$ cat config.mk
export PLATFORM = sky130hd
export DESIGN_NAME = alu8_core
export DESIGN_NICKNAME = d
export VERILOG_FILES = /design/src/rtl/alu8_pkg.sv /design/src/rtl/alu8_addsub.sv /design/src/rtl/alu8_logic.sv /design/src/rtl/alu8_core.sv
export SDC_FILE = /design/constraint.sdc
export NUM_CORES = 1
export LEC_CHECK = 0
export BUFFER_PORTS_ARGS = -buffer_cell sky130_fd_sc_hd__buf_2
export CORE_UTILIZATION = 55
export DETAILED_ROUTE_END_ITERATION = 8
export PLACE_DENSITY_LB_ADDON = 0.1
export SYNTH_ARGS = -nofsm -noshare
export SYNTH_HDL_FRONTEND = slang
export SYNTH_HIERARCHICAL = 1
export SYNTH_SLANG_ARGS = --single-unit
$ cat constraint.sdc
create_clock -name vclk -period 14.3
set_input_delay 3.575 -clock vclk [all_inputs]
set_output_delay 3.575 -clock vclk [all_outputs]
set_load 0.005 [all_outputs]
$ cat src/rtl/alu8_pkg.sv
package alu8_pkg;

  typedef enum logic [2:0] {
    OP_ADD = 3'b000,
    OP_ADC = 3'b001,
    OP_SUB = 3'b010,
    OP_SBC = 3'b011,
    OP_AND = 3'b100,
    OP_XOR = 3'b101,
    OP_OR  = 3'b110,
    OP_CMP = 3'b111
  } alu_op_e;

  typedef enum logic [1:0] {
    LF_AND = 2'd0,
    LF_XOR = 2'd1,
    LF_OR  = 2'd2
  } logic_fn_e;

  localparam int FLG_S  = 7;
  localparam int FLG_Z  = 6;
  localparam int FLG_H  = 4;
  localparam int FLG_PV = 2;
  localparam int FLG_N  = 1;
  localparam int FLG_C  = 0;

endpackage

$ cat src/rtl/alu8_addsub.sv
module alu8_addsub #(
  parameter int W = 8
) (
  input  logic [W-1:0] a_i,
  input  logic [W-1:0] b_i,
  input  logic         sub_i,
  input  logic         cin_i,
  output logic [W-1:0] sum_o,
  output logic         cy_o,
  output logic         hc_o,
  output logic         ov_o
);
  localparam int HALF = W / 2;
  localparam int UPW  = W - HALF;

  logic [W-1:0]  bx;
  logic          ci;
  logic [HALF:0] lo;
  logic [UPW:0]  hi;

  // Subtraction is done as a + ~b + ~borrow; carries are inverted back to borrows.
  always_comb begin
    bx    = b_i ^ {W{sub_i}};
    ci    = cin_i ^ sub_i;
    lo    = {1'b0, a_i[HALF-1:0]} + {1'b0, bx[HALF-1:0]} + {{HALF{1'b0}}, ci};
    hi    = {1'b0, a_i[W-1:HALF]} + {1'b0, bx[W-1:HALF]} + {{UPW{1'b0}}, lo[HALF]};
    sum_o = {hi[UPW-1:0], lo[HALF-1:0]};
    cy_o  = hi[UPW] ^ sub_i;
    hc_o  = lo[HALF] ^ sub_i;
    ov_o  = (a_i[W-1] == bx[W-1]) && (sum_o[W-1] != a_i[W-1]);
  end

  logic [W+1:0] lhs;
  logic [W+1:0] rhs;

  always_comb begin
    if (sub_i) begin
      lhs = {2'b00, a_i} + {1'b0, cy_o, {W{1'b0}}};
      rhs = {2'b00, sum_o} + {2'b00, b_i} + {{(W+1){1'b0}}, cin_i};
    end else begin
      lhs = {1'b0, cy_o, sum_o};
      rhs = {2'b00, a_i} + {2'b00, b_i} + {{(W+1){1'b0}}, cin_i};
    end
    AST_SUM_BALANCE: assert (lhs == rhs) else $error("sum/borrow inconsistent");
  end

endmodule

$ cat src/rtl/alu8_logic.sv
module alu8_logic
  import alu8_pkg::*;
#(
  parameter int W = 8
) (
  input  logic [W-1:0] a_i,
  input  logic [W-1:0] b_i,
  input  logic_fn_e    fn_i,
  output logic [W-1:0] res_o,
  output logic         even_o
);

  always_comb begin
    unique case (fn_i)
      LF_AND:  res_o = a_i & b_i;
      LF_XOR:  res_o = a_i ^ b_i;
      default: res_o = a_i | b_i;
    endcase
    even_o = ~(^res_o);
  end

  always_comb begin
    AST_EVEN_PARITY: assert (even_o == ($countones(res_o) % 2 == 0)) else $error("parity");
    if (fn_i == LF_AND)
      AST_AND_SUBSET: assert ((res_o & ~(a_i & b_i)) == '0) else $error("and bits");
  end

endmodule

$ cat src/rtl/alu8_core.sv
module alu8_core
  import alu8_pkg::*;
(
  input  logic [7:0] acc_i,
  input  logic [7:0] opnd_i,
  input  logic       carry_i,
  input  logic [2:0] op_sel_i,
  output logic [7:0] result_o,
  output logic [7:0] flags_o
);
  localparam int W = 8;

  alu_op_e   op;
  logic      is_sub;
  logic      is_logic;
  logic      use_cin;
  logic_fn_e lfn;

  always_comb begin
    op       = alu_op_e'(op_sel_i);
    is_sub   = (op == OP_SUB) || (op == OP_SBC) || (op == OP_CMP);
    is_logic = (op == OP_AND) || (op == OP_XOR) || (op == OP_OR);
    use_cin  = (op == OP_ADC) || (op == OP_SBC);
    unique case (op)
      OP_AND:  lfn = LF_AND;
      OP_XOR:  lfn = LF_XOR;
      default: lfn = LF_OR;
    endcase
  end

  logic [W-1:0] ar_sum;
  logic         ar_cy;
  logic         ar_hc;
  logic         ar_ov;

  alu8_addsub #(.W(W)) u_arith (
    .a_i   (acc_i),
    .b_i   (opnd_i),
    .sub_i (is_sub),
    .cin_i (use_cin & carry_i),
    .sum_o (ar_sum),
    .cy_o  (ar_cy),
    .hc_o  (ar_hc),
    .ov_o  (ar_ov)
  );

  logic [W-1:0] lg_res;
  logic         lg_even;

  alu8_logic #(.W(W)) u_logic (
    .a_i    (acc_i),
    .b_i    (opnd_i),
    .fn_i   (lfn),
    .res_o  (lg_res),
    .even_o (lg_even)
  );

  logic [W-1:0] value;

  always_comb begin
    value    = is_logic ? lg_res : ar_sum;
    result_o = (op == OP_CMP) ? acc_i : value;
    flags_o          = '0;
    flags_o[FLG_S]   = value[W-1];
    flags_o[FLG_Z]   = (value == '0);
    flags_o[FLG_H]   = is_logic ? (op == OP_AND) : ar_hc;
    flags_o[FLG_PV]  = is_logic ? lg_even : ar_ov;
    flags_o[FLG_N]   = is_sub;
    flags_o[FLG_C]   = is_logic ? 1'b0 : ar_cy;
  end

  always_comb begin
    AST_SPARE_ZERO: assert (flags_o[5] == 1'b0 && flags_o[3] == 1'b0) else $error("spare bits");
    if (op == OP_CMP)
      AST_CMP_KEEP: assert (result_o == acc_i) else $error("compare changed result");
    if (is_logic)
      AST_LOGIC_CLEAR: assert (!flags_o[FLG_C] && !flags_o[FLG_N]) else $error("logic C/N");
    if (is_sub)
      AST_SUB_MARK: assert (flags_o[FLG_N]) else $error("N missing");
  end

endmodule

# After elaboration in Yosys (flattened, before gate mapping)
# Cells that the tools add are included.
[classes]
shift = 0
div_mod_pow = 0
bitwise_logic = 9
n_addsub = 4
n_mux = 7
reduce_logical = 9
n_eq_ne = 10
magnitude_cmp = 0
mul = 0
[ops]
columns = ["op", "n"]
rows = [
  ["2-to-1 mux 8 bit", 2],
  ["case mux 8 bit (2 select lines)", 1],
  ["bitwise XOR 8 bit", 2],
  ["== test 3 bit, second input constant", 4],
  ["adder 4 x 4 -> 5 bit", 2],
  ["adder 5 x 1 -> 5 bit", 2],
  ["AND 8 bit", 1],
  ["zero test 8 bit", 1],
  ["bitwise OR 8 bit", 1],
  ["parity 8 bit", 1],
  ["== test 3 x 2 -> 1 bit, second input constant", 2],
  ["logical OR 1 bit", 5],
  ["case mux 2 bit (2 select lines)", 1],
  ["== test 3 x 1 -> 1 bit, second input constant", 1],
  ["2-to-1 mux 1 bit", 3],
  ["bitwise XOR 1 bit", 3],
  ["== test 2 x 1 -> 1 bit, second input constant", 1],
  ["zero test 2 bit", 1],
  ["AND 1 bit", 1],
  ["== test 1 bit", 1],
  ["logical AND 1 bit", 1],
  ["!= test 1 bit", 1],
  ["inverter 1 bit", 1],
]
[word_totals]
input_bits = 20
latchBits = 0
romBits = 0
output_inout_bits = 16
ramBits = 0
n_memories = 0
elab_cells = 39
ff_bits = 0

# Longest topological paths before layout
[logic_depth]
depth_word = 10
ltp_mapped = 16
depth_no_buf = 14

# Cells and area by module
# The synthesis kept the hierarchy.
[modules_own_cells]
columns = ["module", "area_per_inst_um2", "cells_each", "instances", "seq_area_each_um2"]
rows = [
  ["alu8_logic", 500.5, 57, 1, 0.0],
  ["alu8_addsub", 422.9, 48, 1, 0.0],
  ["alu8_core", 334.1, 48, 1, 0.0],
]

# Worst setup path before layout
# Ideal clock, no wire load.
[synth_timing]
path_type = "in2out"
start = "in op_sel_i[2]"
end = "out flags_o[6]"
path_slack_ps = 3689
t_required_ps = 10725
path_buffers = 3
stages = 15
arrival_time_ps = 7036
cell_sequence = "buf_4 buf_6 a21boi_0 buf_4 xnor2_1 fa_1 fa_1 nand2b_1 o2bb2ai_1 fa_1 inv_1 fa_1 nor4_1 nand2_1 mux2i_1"
[synth_via]
elab_chain_cells = 9
word_cells_on_any_way = 25
classes_between = "add/sub: 4; eq/ne: 8; mux: 3; bitwise: 3; reduce/logical: 7"
[synth_rtl]
columns = ["item", "line", "text"]
rows = [
  ["start, declared", "alu8_core.sv:7", "input logic [2:0] op_sel_i,"],
  ["== test 3 x 2 -> 1 bit", "alu8_core.sv:21", "is_sub = (op == OP_SUB) || (op == OP_SBC) || (op == OP_CMP);"],
  ["logical OR 1 bit", "alu8_core.sv:21", ""],
  ["logical OR 1 bit (*)", "alu8_core.sv:21", ""],
  ["named net is_sub", "alu8_core.sv:14", "logic is_sub;"],
  ["bitwise XOR 8 bit", "alu8_addsub.sv:23", "bx = b_i ^ {W{sub_i}};"],
  ["adder 4 x 4 -> 5 bit", "alu8_addsub.sv:25", "lo = {1'b0, a_i[HALF-1:0]} + {1'b0, bx[HALF-1:0]} + {{HALF{1'b0}}, ci};"],
  ["adder 5 x 1 -> 5 bit", "alu8_addsub.sv:25", ""],
  ["adder 5 x 1 -> 5 bit (*)", "alu8_addsub.sv:26", "hi = {1'b0, a_i[W-1:HALF]} + {1'b0, bx[W-1:HALF]} + {{UPW{1'b0}}, lo[HALF]};"],
  ["named net ar_sum[5]", "alu8_core.sv:31", "logic [W-1:0] ar_sum;"],
  ["2-to-1 mux 8 bit (*)", "alu8_core.sv:61", "value = is_logic ? lg_res : ar_sum;"],
  ["zero test 8 bit (*)", "alu8_core.sv:65", "flags_o[FLG_Z] = (value == '0);"],
  ["end, declared", "alu8_core.sv:9", "output logic [7:0] flags_o"],
]
# The timed path passes the listed nets; every way through them passes the cells marked *.

# Worst setup path after layout
[layout_timing]
start = "in op_sel_i[2]"
end = "out flags_o[6]"
[layout_via]
elab_chain_cells = 9
word_cells_on_any_way = 25
classes_between = "add/sub: 4; eq/ne: 8; mux: 3; bitwise: 3; reduce/logical: 7"
[layout_rtl]
columns = ["item", "line"]
rows = [
  ["== test 3 x 2 -> 1 bit, on equally long branches", "alu8_core.sv:21, alu8_core.sv:23"],
  ["logical OR 1 bit (2 in series)", "alu8_core.sv:21"],
  ["bitwise XOR 8 bit", "alu8_addsub.sv:23"],
  ["adder 4 x 4 -> 5 bit", "alu8_addsub.sv:25"],
  ["adder 5 x 1 -> 5 bit", "alu8_addsub.sv:25"],
  ["adder 5 x 1 -> 5 bit (*)", "alu8_addsub.sv:26"],
  ["named net ar_sum[5]", "alu8_core.sv:31"],
  ["2-to-1 mux 8 bit (*)", "alu8_core.sv:61"],
  ["zero test 8 bit (*)", "alu8_core.sv:65"],
]
# Marked as above.

==> results.json <==
{
  "status": "complete, no violations",
  "rows": 16,
  "power_density_nw_per_um2": 51.2,
  "finalSetupViolCount": 0,
  "layout_min_cycle_time_ns": 10.78,
  "cp-end-kind": "output pin",
  "finalCritPeriodShare_pct": 75.4,
  "p_leak_nw": 0.813,
  "synth_area_leaders": "ha_1 22%, mux2i_1 20%, xnor2_1 9.1%",
  "netlist_area_sq_um": 1260,
  "chipHeight_um": 49.8,
  "setup_tns_ns": 0,
  "cp_cell_sequence": "buf_2, a21boi_1, buf_4, xnor2_1, fa_1, fa_1, nand2b_1, o2bb2ai_1, fa_1, inv_1, fa_1, nor4_1, nand2_1, mux2i_1, buf_2",
  "p_clk_share_pct": 0,
  "die_w_um": 49.8,
  "ioPinCount": 36,
  "synth_common_cells": "25 x inv_1, 25 x mux2i_1, 22 x ha_1, 13 x xnor2_1, 11 x nor2_1",
  "ir_drop_uv": 28.6,
  "worst_slack_ns": 3.52,
  "grtUsageTotal_pct": 21.7,
  "syn_to_final_growth_pct": 11.7,
  "initial_core_util_pct": 61.0,
  "first_pass_iters": 4,
  "max-cap-violations": 0,
  "syn_area_per_cell_sq_um": 8.22,
  "yosysTopAreaCellShare_pct": 21.9,
  "seq_cell_count": 0,
  "worst-path-max-fanout": 20,
  "drt-total-wl_mm": 2.44,
  "path_class": "in2out",
  "synth_top_area_cell": "ha_1",
  "ys_warn_count": 6,
  "placement.cell_area_sq_um": 1410,
  "comb_power_share_pct": 100.0,
  "cp_slowest_cell": "fa_1",
  "cts_hold_buf": 0,
  "p_sw_share_pct": 51.7,
  "antenna_cells": 0,
  "synthCells": 153,
  "cts_resized": 0,
  "max_stage_delay_ns": 0.44,
  "cp_common_cell": "fa_1",
  "routed_via_density": 5.16,
  "cp.required_ns": 10.72,
  "intPower_mw": 0.0347,
  "seq_area_frac_synth_pct": 0,
  "drc": 0,
  "finalInstanceArea_sq_um": 1410,
  "drt_iter0_markers": 9,
  "hp-class": "in2out",
  "die_area_sq_um": 2480,
  "io_buffers": 34,
  "timing.final.hold_violations": 0,
  "fin_nets": 229,
  "cp-start-kind": "input port",
  "slew_viol_final": 0,
  "grt_overflow": 0,
  "grt_max_degree": 21,
  "arrival_ns": 7.20,
  "coreArea_sq_um": 2060,
  "grt_pass1_wl_mm": 4.33,
  "gp_congestion": 0.838,
  "post_cts_buffers": 0,
  "dpl.hpwl_mm": 2.02,
  "post-place-ws_ns": 3.53,
  "tightest_slew_ns": 0.965,
  "via_count": 1073,
  "p_switching_mw": 0.0372,
  "clkbuf_count": 0,
  "synth_cell_types": 26,
  "pwr-share-seq_pct": 0,
  "final_layout_size_suffix_gt1_share_pct": 24.9,
  "antenna_found_initial": 0,
  "max_freq_mhz": 92.8,
  "slew-limit-headroom_pct": 35.4,
  "grt_pass1_vias": 1017,
  "wire_per_inst_um": 11.7,
  "rsz0062_at_grt": "no",
  "regArea_sq_um": 0,
  "drtAntennaViolNets": 0
}
[power groups by stage]
stage          clock network [mW]  logic (mW)  registers (mW)
2_1_floorplan                   0      0.0527               0
3_3_place_gp                    0      0.0696               0
3_5_place_dp                    0      0.0718               0
4_1_cts                         0      0.0722               0
5_1_grt                         0      0.0809               0
6_report                        0      0.0719               0
[cell families (layout without fill, tap and decap cells)]
| family | Yosys count | count (layout) | synth area share (%) |
|---|---|---|---|
| buffers and inverters | 33 | 60 | 12.8 |
| AND/OR/NAND/NOR | 26 | 26 | 11.0 |
| AO/OA/AOI/OAI | 17 | 17 | 8.76 |
| other | 1 | 2 | 0.298 |
| XOR/XNOR | 22 | 22 | 15.3 |
| multiplexers | 28 | 28 | 23.5 |
| adder cells (fa/ha/maj) | 26 | 26 | 28.3 |
[final cells by class]
type                       count  area [sq um]
fill                         172           657
inverter                      25          93.8
multi-input combinational    121          1100
tap                           27          33.8
timing repair buffer          35           178
[worst max-delay path, delay by kind of cell]
| kind | cells | cell delay [ns] |
|---|---|---|
| adders and majority gates | 4 | 1.74 |
| buffers and inverters | 4 | 0.75 |
| and+or+nand+nor | 3 | 0.52 |
| AOI/OAI and AO/OA | 2 | 0.30 |
| xor gates and xnor gates | 1 | 0.16 |
| muxes | 1 | 0.15 |
[path summary, 6_finish.rpt]
check,end,slack [ns],cells after the start,startpoint
max,flags_o[6],3.52,15,op_sel_i[2]
min,flags_o[4],7.45,3,op_sel_i[0]
[per-stage QoR]
stage               cells  total power [mW]  hold WS, ns  util, %
floorplan             154            0.0527         7.20        -
global placement      208            0.0696         7.44     68.1
detailed placement    208            0.0718         7.45     68.1
CTS                   208            0.0722         7.45     68.1
global route          208            0.0809         7.47     68.1
finish                208            0.0719         7.45     68.1
[cell usage in the layout (no fill, tap or decap), drive strengths merged]
cell type and instances:
o21ai 2, xor2 9, nor3b 1, nand2 6, mux2i 25, nor2b 1, nand2b 2, and2 1
o2bb2ai 2, ha 22, xnor2 13, nor4 4, buf 35, conb 2, a21boi 1, a21o 1
mux2 3, inv 25, a21oi 11, fa 4, nor2 11
[metal layers]
metal	vias to the layer above	global-route usage, %	share of wire [%]
li1	553	-	-
met1	491	30.2	50
met2	29	39.4	47
met3	0	0	3.1
met4	0	0	0
met5	-	0	0
Power figures use the tool's default switching activity.
